### src/rtl/iir2_pkg.sv
package iir2_pkg;
  // Strobes from control to datapath.
  typedef struct packed {
    logic loadPair;   // capture the computed pair and advance the state
  } ctrlStrobes_t;
endpackage

### src/rtl/iir2_round_sat.sv
// Round half up by SHIFT bits, then saturate to OUT_W bits.
module iir2_round_sat #(
  parameter int IN_W  = 50,
  parameter int SHIFT = 14,
  parameter int OUT_W = 16
) (
  input  logic signed [IN_W-1:0]  acc,
  output logic signed [OUT_W-1:0] q
);
  localparam int HI_W = IN_W - OUT_W + 2;
  localparam logic signed [IN_W:0] BIAS =
    {{(IN_W-SHIFT+1){1'b0}}, 1'b1, {(SHIFT-1){1'b0}}};

  logic signed [IN_W:0] biased;
  logic signed [IN_W:0] shifted;
  logic [HI_W-1:0]      hiBits;

  always_comb begin
    biased  = {acc[IN_W-1], acc} + BIAS;
    shifted = biased >>> SHIFT;
    hiBits  = shifted[IN_W:OUT_W-1];
    if ((&hiBits) || !(|hiBits)) begin
      q = shifted[OUT_W-1:0];
    end else if (shifted[IN_W]) begin
      q = {1'b1, {(OUT_W-1){1'b0}}};
    end else begin
      q = {1'b0, {(OUT_W-1){1'b1}}};
    end
  end
endmodule

### src/rtl/iir2_ctrl.sv
module iir2_ctrl
  import iir2_pkg::*;
(
  input  logic         clk,
  input  logic         rstN,
  input  logic         inValid,
  output ctrlStrobes_t strobes,
  output logic         outValid
);
  always_comb strobes.loadPair = inValid;

  always_ff @(posedge clk) begin
    if (!rstN) outValid <= 1'b0;
    else       outValid <= inValid;
  end

  // an accepted pair yields a valid output in the next cycle
  p_valid_follows_r4: assert property (@(posedge clk) disable iff (!rstN)
    inValid |=> outValid);
  // no output strobe without an accepted pair
  p_idle_quiet_r4: assert property (@(posedge clk) disable iff (!rstN)
    !inValid |=> !outValid);
endmodule

### src/rtl/iir2_datapath.sv
module iir2_datapath
  import iir2_pkg::*;
#(
  parameter int DATA_W = 16,
  parameter int COEF_W = 16,
  parameter int COEF_A = 12288
) (
  input  logic                     clk,
  input  logic                     rstN,
  input  ctrlStrobes_t             strobes,
  input  logic signed [DATA_W-1:0] xOld,
  input  logic signed [DATA_W-1:0] xNew,
  output logic signed [DATA_W-1:0] yOld,
  output logic signed [DATA_W-1:0] yNew
);
  localparam int FRAC  = COEF_W - 2;
  localparam int ACC_W = DATA_W + 2*COEF_W + 2;
  localparam logic signed [COEF_W-1:0]   A_Q  = COEF_W'(COEF_A);
  localparam logic signed [2*COEF_W-1:0] A_SQ =
    (2*COEF_W)'(A_Q) * (2*COEF_W)'(A_Q);

  // yNew doubles as the filter state, y[n-2] for the next pair.
  logic signed [ACC_W-1:0] aExt, aSqExt, stateExt, xOldExt, xNewExt;
  logic signed [ACC_W-1:0] accOld, accNew;
  logic signed [DATA_W-1:0] yOldNext, yNewNext;

  always_comb begin
    aExt     = ACC_W'(A_Q);
    aSqExt   = ACC_W'(A_SQ);
    stateExt = ACC_W'(yNew);
    xOldExt  = ACC_W'(xOld);
    xNewExt  = ACC_W'(xNew);
    // Older lane: single-step recurrence.
    accOld = (xOldExt <<< FRAC) + aExt * stateExt;
    // Newer lane: look-ahead, fed from the state through A^2.
    accNew = (xNewExt <<< (2*FRAC)) + ((aExt * xOldExt) <<< FRAC)
           + aSqExt * stateExt;
  end

  iir2_round_sat #(.IN_W(ACC_W), .SHIFT(FRAC), .OUT_W(DATA_W)) uRoundOld (
    .acc(accOld), .q(yOldNext));
  iir2_round_sat #(.IN_W(ACC_W), .SHIFT(2*FRAC), .OUT_W(DATA_W)) uRoundNew (
    .acc(accNew), .q(yNewNext));

  always_ff @(posedge clk) begin
    if (!rstN) begin
      yOld <= '0;
      yNew <= '0;
    end else if (strobes.loadPair) begin
      yOld <= yOldNext;
      yNew <= yNewNext;
    end
  end

  // state and outputs hold while no pair is accepted
  p_hold_idle_r5: assert property (@(posedge clk) disable iff (!rstN)
    !strobes.loadPair |=> ($stable(yOld) && $stable(yNew)));
  // zero input with zero state keeps both lanes at zero
  p_zero_rest_r2: assert property (@(posedge clk) disable iff (!rstN)
    (strobes.loadPair && xOld == '0 && xNew == '0 && yNew == '0)
      |=> (yOld == '0 && yNew == '0));
endmodule

### src/rtl/iir_pair_lookahead.sv
module iir_pair_lookahead
  import iir2_pkg::*;
#(
  parameter int DATA_W = 16,
  parameter int COEF_W = 16,
  parameter int COEF_A = 12288
) (
  input  logic                     clk,
  input  logic                     rstN,
  input  logic                     inValid,
  input  logic signed [DATA_W-1:0] xOld,
  input  logic signed [DATA_W-1:0] xNew,
  output logic                     outValid,
  output logic signed [DATA_W-1:0] yOld,
  output logic signed [DATA_W-1:0] yNew
);
  ctrlStrobes_t strobes;

  iir2_ctrl uCtrl (
    .clk(clk), .rstN(rstN), .inValid(inValid),
    .strobes(strobes), .outValid(outValid));

  iir2_datapath #(.DATA_W(DATA_W), .COEF_W(COEF_W), .COEF_A(COEF_A)) uDp (
    .clk(clk), .rstN(rstN), .strobes(strobes),
    .xOld(xOld), .xNew(xNew), .yOld(yOld), .yNew(yNew));
endmodule

### config.mk
export PLATFORM = sky130hd
export DESIGN_NAME = iir_pair_lookahead
export DESIGN_NICKNAME = d
export VERILOG_FILES = /design/src/rtl/iir2_pkg.sv /design/src/rtl/iir2_round_sat.sv /design/src/rtl/iir2_ctrl.sv /design/src/rtl/iir2_datapath.sv /design/src/rtl/iir_pair_lookahead.sv
export SDC_FILE = /design/constraint.sdc
export NUM_CORES = 1
export LEC_CHECK = 0
export ABC_AREA = 1
export BUFFER_PORTS_ARGS = -buffer_cell sky130_fd_sc_hd__buf_4
export CAP_MARGIN = 20
export CORE_MARGIN = 3
export CORE_UTILIZATION = 45
export DETAILED_ROUTE_END_ITERATION = 6
export GPL_ROUTABILITY_DRIVEN = 0
export PLACE_DENSITY = 0.76
export SYNTH_ARGS = -nofsm -noshare
export SYNTH_HDL_FRONTEND = slang
export SYNTH_SLANG_ARGS = --single-unit
### constraint.sdc
create_clock -name clk -period 5.31 [get_ports clk]
set_clock_uncertainty 0.15 [all_clocks]
set_input_delay 0 -clock clk [delete_from_list [all_inputs] [get_ports clk]]
set_output_delay 0 -clock clk [all_outputs]
set_load 0.02 [all_outputs]
Word-level counts from Yosys, hierarchy flattened

Index checks and enable logic that the tools add are counted.

Memory bits (writable): 0
Bits in read-only memories: 0
Register bits after elaboration: 33
Memories: 0
Bits in latches: 0

Div/mod/pow operators: 0
$add $sub $neg: 5
Magnitude comparators: 0
Shift operators: 0
Bitwise logic cells: 0
Equal/unequal tests: 0
Multiply operators: 3
Reduce and logical (&&, ||, !) cells: 8
Multiplexer cells: 4

Operators with widths:

| operator                                           | number |
|---|---|
| two-way mux 16 bit                                 | 4 |
| adder 50 x 15 -> 51 bit (second input constant)    | 1 |
| adder 50 x 29 -> 51 bit (second input constant)    | 1 |
| adder 46 x 45 -> 47 bit                            | 1 |
| adder 44 x 45 -> 46 bit                            | 1 |
| multiplier 3 x 16 -> 19 bit (first input constant) | 2 |
| adder 30 x 31 -> 32 bit                            | 1 |
| AND reduction 22 bit                               | 1 |
| OR reduction 22 bit                                | 1 |
| multiplier 5 x 16 -> 21 bit (first input constant) | 1 |
| AND reduction 8 bit                                | 1 |
| OR reduction 8 bit                                 | 1 |
| zero test 1 bit                                    | 2 |
| logical OR 1 bit                                   | 2 |

Logic depth before layout (Yosys ltp)

Word-level depth: 8
Depth in mapped cells: 39

Cells and area by module

A second synthesis with hierarchy kept.

Cells, all modules: 1616
Area, all modules: 9130.0 um2

By module, submodules not included:

| module                          | area each (um2) | seq. area each (um2) | cells each | instances |
|---|---|---|---|---|
| iir2_datapath                   | 6796.5          | 640.6                | 1115       | 1 |
| iir2_round_sat at uDp.uRoundOld | 1495.2          | 0.0                  | 325        | 1 |
| iir2_round_sat at uDp.uRoundNew | 803.3           | 0.0                  | 172        | 1 |
| iir2_ctrl                       | 35.0            | 20.0                 | 4          | 1 |

Worst setup path after synthesis

No wires, ideal clock.

Path kind: reg-to-reg
Start point: register uDp.yNew[4]
End point: register uDp.yNew[12]
Data required time: 5.043 ns
Setup time: 0.117 ns
Data arrival time: 5.224 ns
Buffers on the path: 2
Period minus slack after synthesis: 5.491 ns
Path slack: -0.181 ns
Cell stages (with the launch flop): 37
Path through: dfxtp_1 -> ha_1 -> ha_1 -> fa_1 -> nand3_1 -> nand2_1 -> a21oi_1 -> o21ai_0 -> nand2_1 -> nand2_1 -> nand2_1 -> nand2_1 -> a21boi_0 -> o21ai_0 -> a21oi_1 -> nor2_1 -> xor2_1 -> fa_1 -> ha_1 -> clkbuf_1 -> a21oi_1 -> o21ai_0 -> nor2_1 -> nand3_1 -> nand2_1 -> nand2_1 -> inv_1 -> nand4_1 -> nand2_2 -> nand2_1 -> nor2_4 -> nand2_4 -> nand3_2 -> nand2_4 -> buf_6 -> nor2_1 -> nor2_1

Word-level cells in the longest chain between the ends: 7
Elaborated cells between the ends (all ways): 9
Those cells by class: 2 x add/sub; 1 x mul; 2 x mux; 4 x reduce/logical

Ends and longest elaborated chain:

| element                         | RTL line             | RTL |
|---|---|---|
| start, declared                 | iir2_datapath.sv:14  | `output logic signed [DATA_W-1:0] yNew` |
| start signal, assigned          | iir2_datapath.sv:51  | `yNew <= yNewNext;` |
| multiplier 5 x 16 -> 21 bit (*) | iir2_datapath.sv:37  | `+ aSqExt * stateExt;` |
| adder 46 x 45 -> 47 bit (*)     | iir2_datapath.sv:37  |  |
| adder 50 x 29 -> 51 bit (*)     | iir2_round_sat.sv:19 | `biased = {acc[IN_W-1], acc} + BIAS;` |
| OR reduction 8 bit              | iir2_round_sat.sv:22 | `if ((&hiBits) \|\| !(\|hiBits)) begin` |
| zero test 1 bit                 | iir2_round_sat.sv:22 |  |
| logical OR 1 bit                | iir2_round_sat.sv:22 |  |
| two-way mux 16 bit (*)          | iir2_round_sat.sv:22 |  |

Every way passes the cells marked *; elsewhere a longest branch is shown, timed or not.
A chain may end at the register's enable or synchronous reset.

Final worst setup path

Start point: register uDp.yNew[1]
End point: register uDp.yNew[4]

Same word-level chain as after synthesis.

==> impl_metrics.env <==
export IMPL_status="finished, violations left"
export IMPL_violations="negative setup slack"
export IMPL_numCtsBuffers=5
export IMPL_dieArea_mm2=0.0196
export IMPL_grt_usage=0.222
export IMPL_grt_pass1_vias=7914
export IMPL_final_cell_mix="nand2_1 (249), inv_1 (210), buf_4 (136), ha_1 (105), nor2_1 (96)"
export IMPL_synthesis_area_mm2=0.00808
export IMPL_hp_class="primary input to flop"
export IMPL_synth_cells=1259
export IMPL_period_needed_ns=5.35
export IMPL_yosys_register_bits=33
export IMPL_fmax_mhz=187
export IMPL_critPathTopFamily="simple AND/OR/NAND/NOR gates"
export IMPL_grt_start_max_net_pins=37
export IMPL_grt_setup_unrepaired="true"
export IMPL_fin_ws_ns=-0.0432
export IMPL_maxSlewViolCount=0
export IMPL_startpoint_type="flop"
export IMPL_pre_cts_ws_ns=-0.304
export IMPL_die_w_um=140
export IMPL_timing_rr_start="uDp.yNew[1]"
export IMPL_drv_cap=0
export IMPL_cp_max_fo=15
export IMPL_async_flop_share=0
export IMPL_ys_flop_type="dfxtp_1"
export IMPL_cts_root_buf="clkbuf_16"
export IMPL_max_clock_path_buffers=2
export IMPL_crit_type="flop to flop"
export IMPL_relSlewSlack=0.718
export IMPL_setup_viol_count_final=15
export IMPL_hpwl_mm=18.5
export IMPL_antenna_found_initial=0
export IMPL_path_clk_slew_ns=0.06
export IMPL_grt_ovfl_total=0
export IMPL_synth_seq_area_share=0.0818
export IMPL_yosysUniqueCellTypes=42
export IMPL_worstMarginPinSlew_ns=0.419
export IMPL_start_util=0.464
export IMPL_required_ns=5.33
export IMPL_avgViaCountPerCell=5.26
export IMPL_rows=48
export IMPL_place_area_mm2=0.00938
export IMPL_areaGrowthSynthToFinish_pct=25.2
export IMPL_vias=8542
export IMPL_hold_viol=0
export IMPL_drtPass1Iterations=5
export IMPL_cts_max_level=2
export IMPL_die_y_um=140
export IMPL_clk_latency_ns=0.28
export IMPL_drc_errors=0
export IMPL_ys_warn_count=0
export IMPL_fin_crit_sh=1.01
export IMPL_grt_pass1_wl_mm=37.1
export IMPL_setup_worst_path_start="uDp.yNew[1]"
export IMPL_portBuffers=67
export IMPL_cts_tree="yes"
export IMPL_clock_sinks=33
export IMPL_setup_tns_ns=-0.326
export IMPL_fin_area_mm2=0.0101
export IMPL_core_area_mm2=0.0174
export IMPL_wl_per_cell_um=14.4
export IMPL_layout_drive_gt1_share=0.266
export IMPL_slowest_delay_ns=0.51
export IMPL_drtIter0Drc=608
export IMPL_final_common_cell="nand2_1"
export IMPL_slowest_stage="fa_1"
export IMPL_end_kind="flop"
export IMPL_ant_nets=0
export IMPL_syn_area_per_cell_um2=6.42
export IMPL_hp_start="inValid"
export IMPL_num_antenna_cells=0
export IMPL_cp_buffers_inverters=4
export IMPL_nets=1581
export IMPL_ioPinCount=68
export IMPL_wl_mm=23.5
export IMPL_synth_edf_count=0
export IMPL_arrival_ns=5.38
export IMPL_synth_nets=1441
[stage by stage]
stage / util / std cells / hold WS [ns]
after CTS: 0.555 / 1619 / 0.0151
after global placement: 0.538 / 1609 / 0.261
final: 0.581 / 1625 / 0.0374
after global routing: 0.581 / 1625 / 0.0504
after detailed placement: 0.538 / 1609 / 0.258
after floorplan: - / 1259 / -0.0116
[cell families (layout without fill, tap and decap cells)]
| logic type | Yosys count | in the layout | share of synthesized area |
|---|---|---|---|
| XOR/XNOR | 72 | 72 | 0.0818 |
| flip-flops | 33 | 33 | 0.0818 |
| AND/OR/NAND/NOR | 578 | 578 | 0.337 |
| adder cells (fa/ha/maj) | 147 | 147 | 0.248 |
| AO/OA/AOI/OAI | 191 | 191 | 0.137 |
| buffers and inverters | 238 | 379 | 0.115 |
[cell type report]
class                      instances  area [µm²]
clock buffer                       6         139
multi-input combinational        988        6970
sequential                        33         664
timing repair buffer             146        1200
inverter                         225         845
tap                              225         282
clock inverter                     2        13.8
fill                            1623        7300
[per-layer routing]
metal  wire length, µm  up-vias  track usage  part of all wire
li1                  -     4326            -                 -
met1             11000     3903        0.326              0.47
met2             10600      278        0.351              0.45
met3              1500       35       0.0215             0.064
met4               418        0       0.0515             0.018
met5                 0        -            0                 0
[synthesized netlist by cell type (2+ instances only)]
cell type | n | area (µm²)
o21bai_1 | 7 | 52.6
nand3_2 | 11 | 110
inv_2 | 11 | 41.3
nand3_1 | 73 | 365
nand4_1 | 25 | 156
nand3_4 | 2 | 35.0
xor2_1 | 52 | 455
buf_6 | 4 | 45.0
nor2_4 | 10 | 113
and2_1 | 3 | 18.8
o211ai_1 | 4 | 30.0
nand2_2 | 49 | 307
nor3_1 | 6 | 30.0
ha_1 | 125 | 1560
nand2_4 | 5 | 56.3
o31ai_1 | 2 | 15.0
clkbuf_1 | 7 | 26.3
a21o_1 | 3 | 22.5
xnor2_1 | 16 | 140
dfxtp_1 | 33 | 661
and3_1 | 2 | 12.5
o21ai_1 | 4 | 20.0
inv_1 | 214 | 803
a21oi_1 | 90 | 450
nor2_2 | 9 | 56.3
nand2_1 | 271 | 1020
o21a_1 | 2 | 15.0
o21ai_0 | 51 | 255
nor2_1 | 108 | 405
a21oi_2 | 25 | 219
xor2_2 | 3 | 48.8
fa_1 | 22 | 440
[final timing paths]
check	endpoint	slack, ns	cells after the start
hold reg to reg	uDp.yOld[15]	0.37	2
setup / recovery	uDp.yNew[4]	-0.04	30
setup reg to reg	uDp.yNew[4]	-0.04	30
hold / removal	uDp.yNew[15]	0.04	3
[worst reg2reg max path: cells and delay by family (launching register included)]
kind                     cells  cell delay (ns)
buffers and inverters        4             0.35
AND/OR/NAND/NOR             18             2.26
adder cells (fa/ha/maj)      5             1.69
AO/OA/AOI/OAI                2             0.29
XOR/XNOR                     1             0.17
flip-flops                   1             0.33
[sequential cells by signal (all words and copies together), names as in the netlist]
signal and count:
uDp.yNew 16, uCtrl.outValid 1, uDp.yOld 16
[what timing repair did]
| action | in CTS | in global routing |
|---|---|---|
| setup endpoints to repair | 15 | 31 |
| hold endpoints to repair | 23 | 0 |
| buffers inserted | 0 | 4 |
| hold buffers | 2 | 0 |
| resized for setup | 28 | 83 |
| gates cloned | 0 | 2 |
| pin swaps | 9 | 44 |
Power is left out: the tool's default activity adds up to more than one toggle a clock period on the data nets, which glitch-free logic cannot reach.
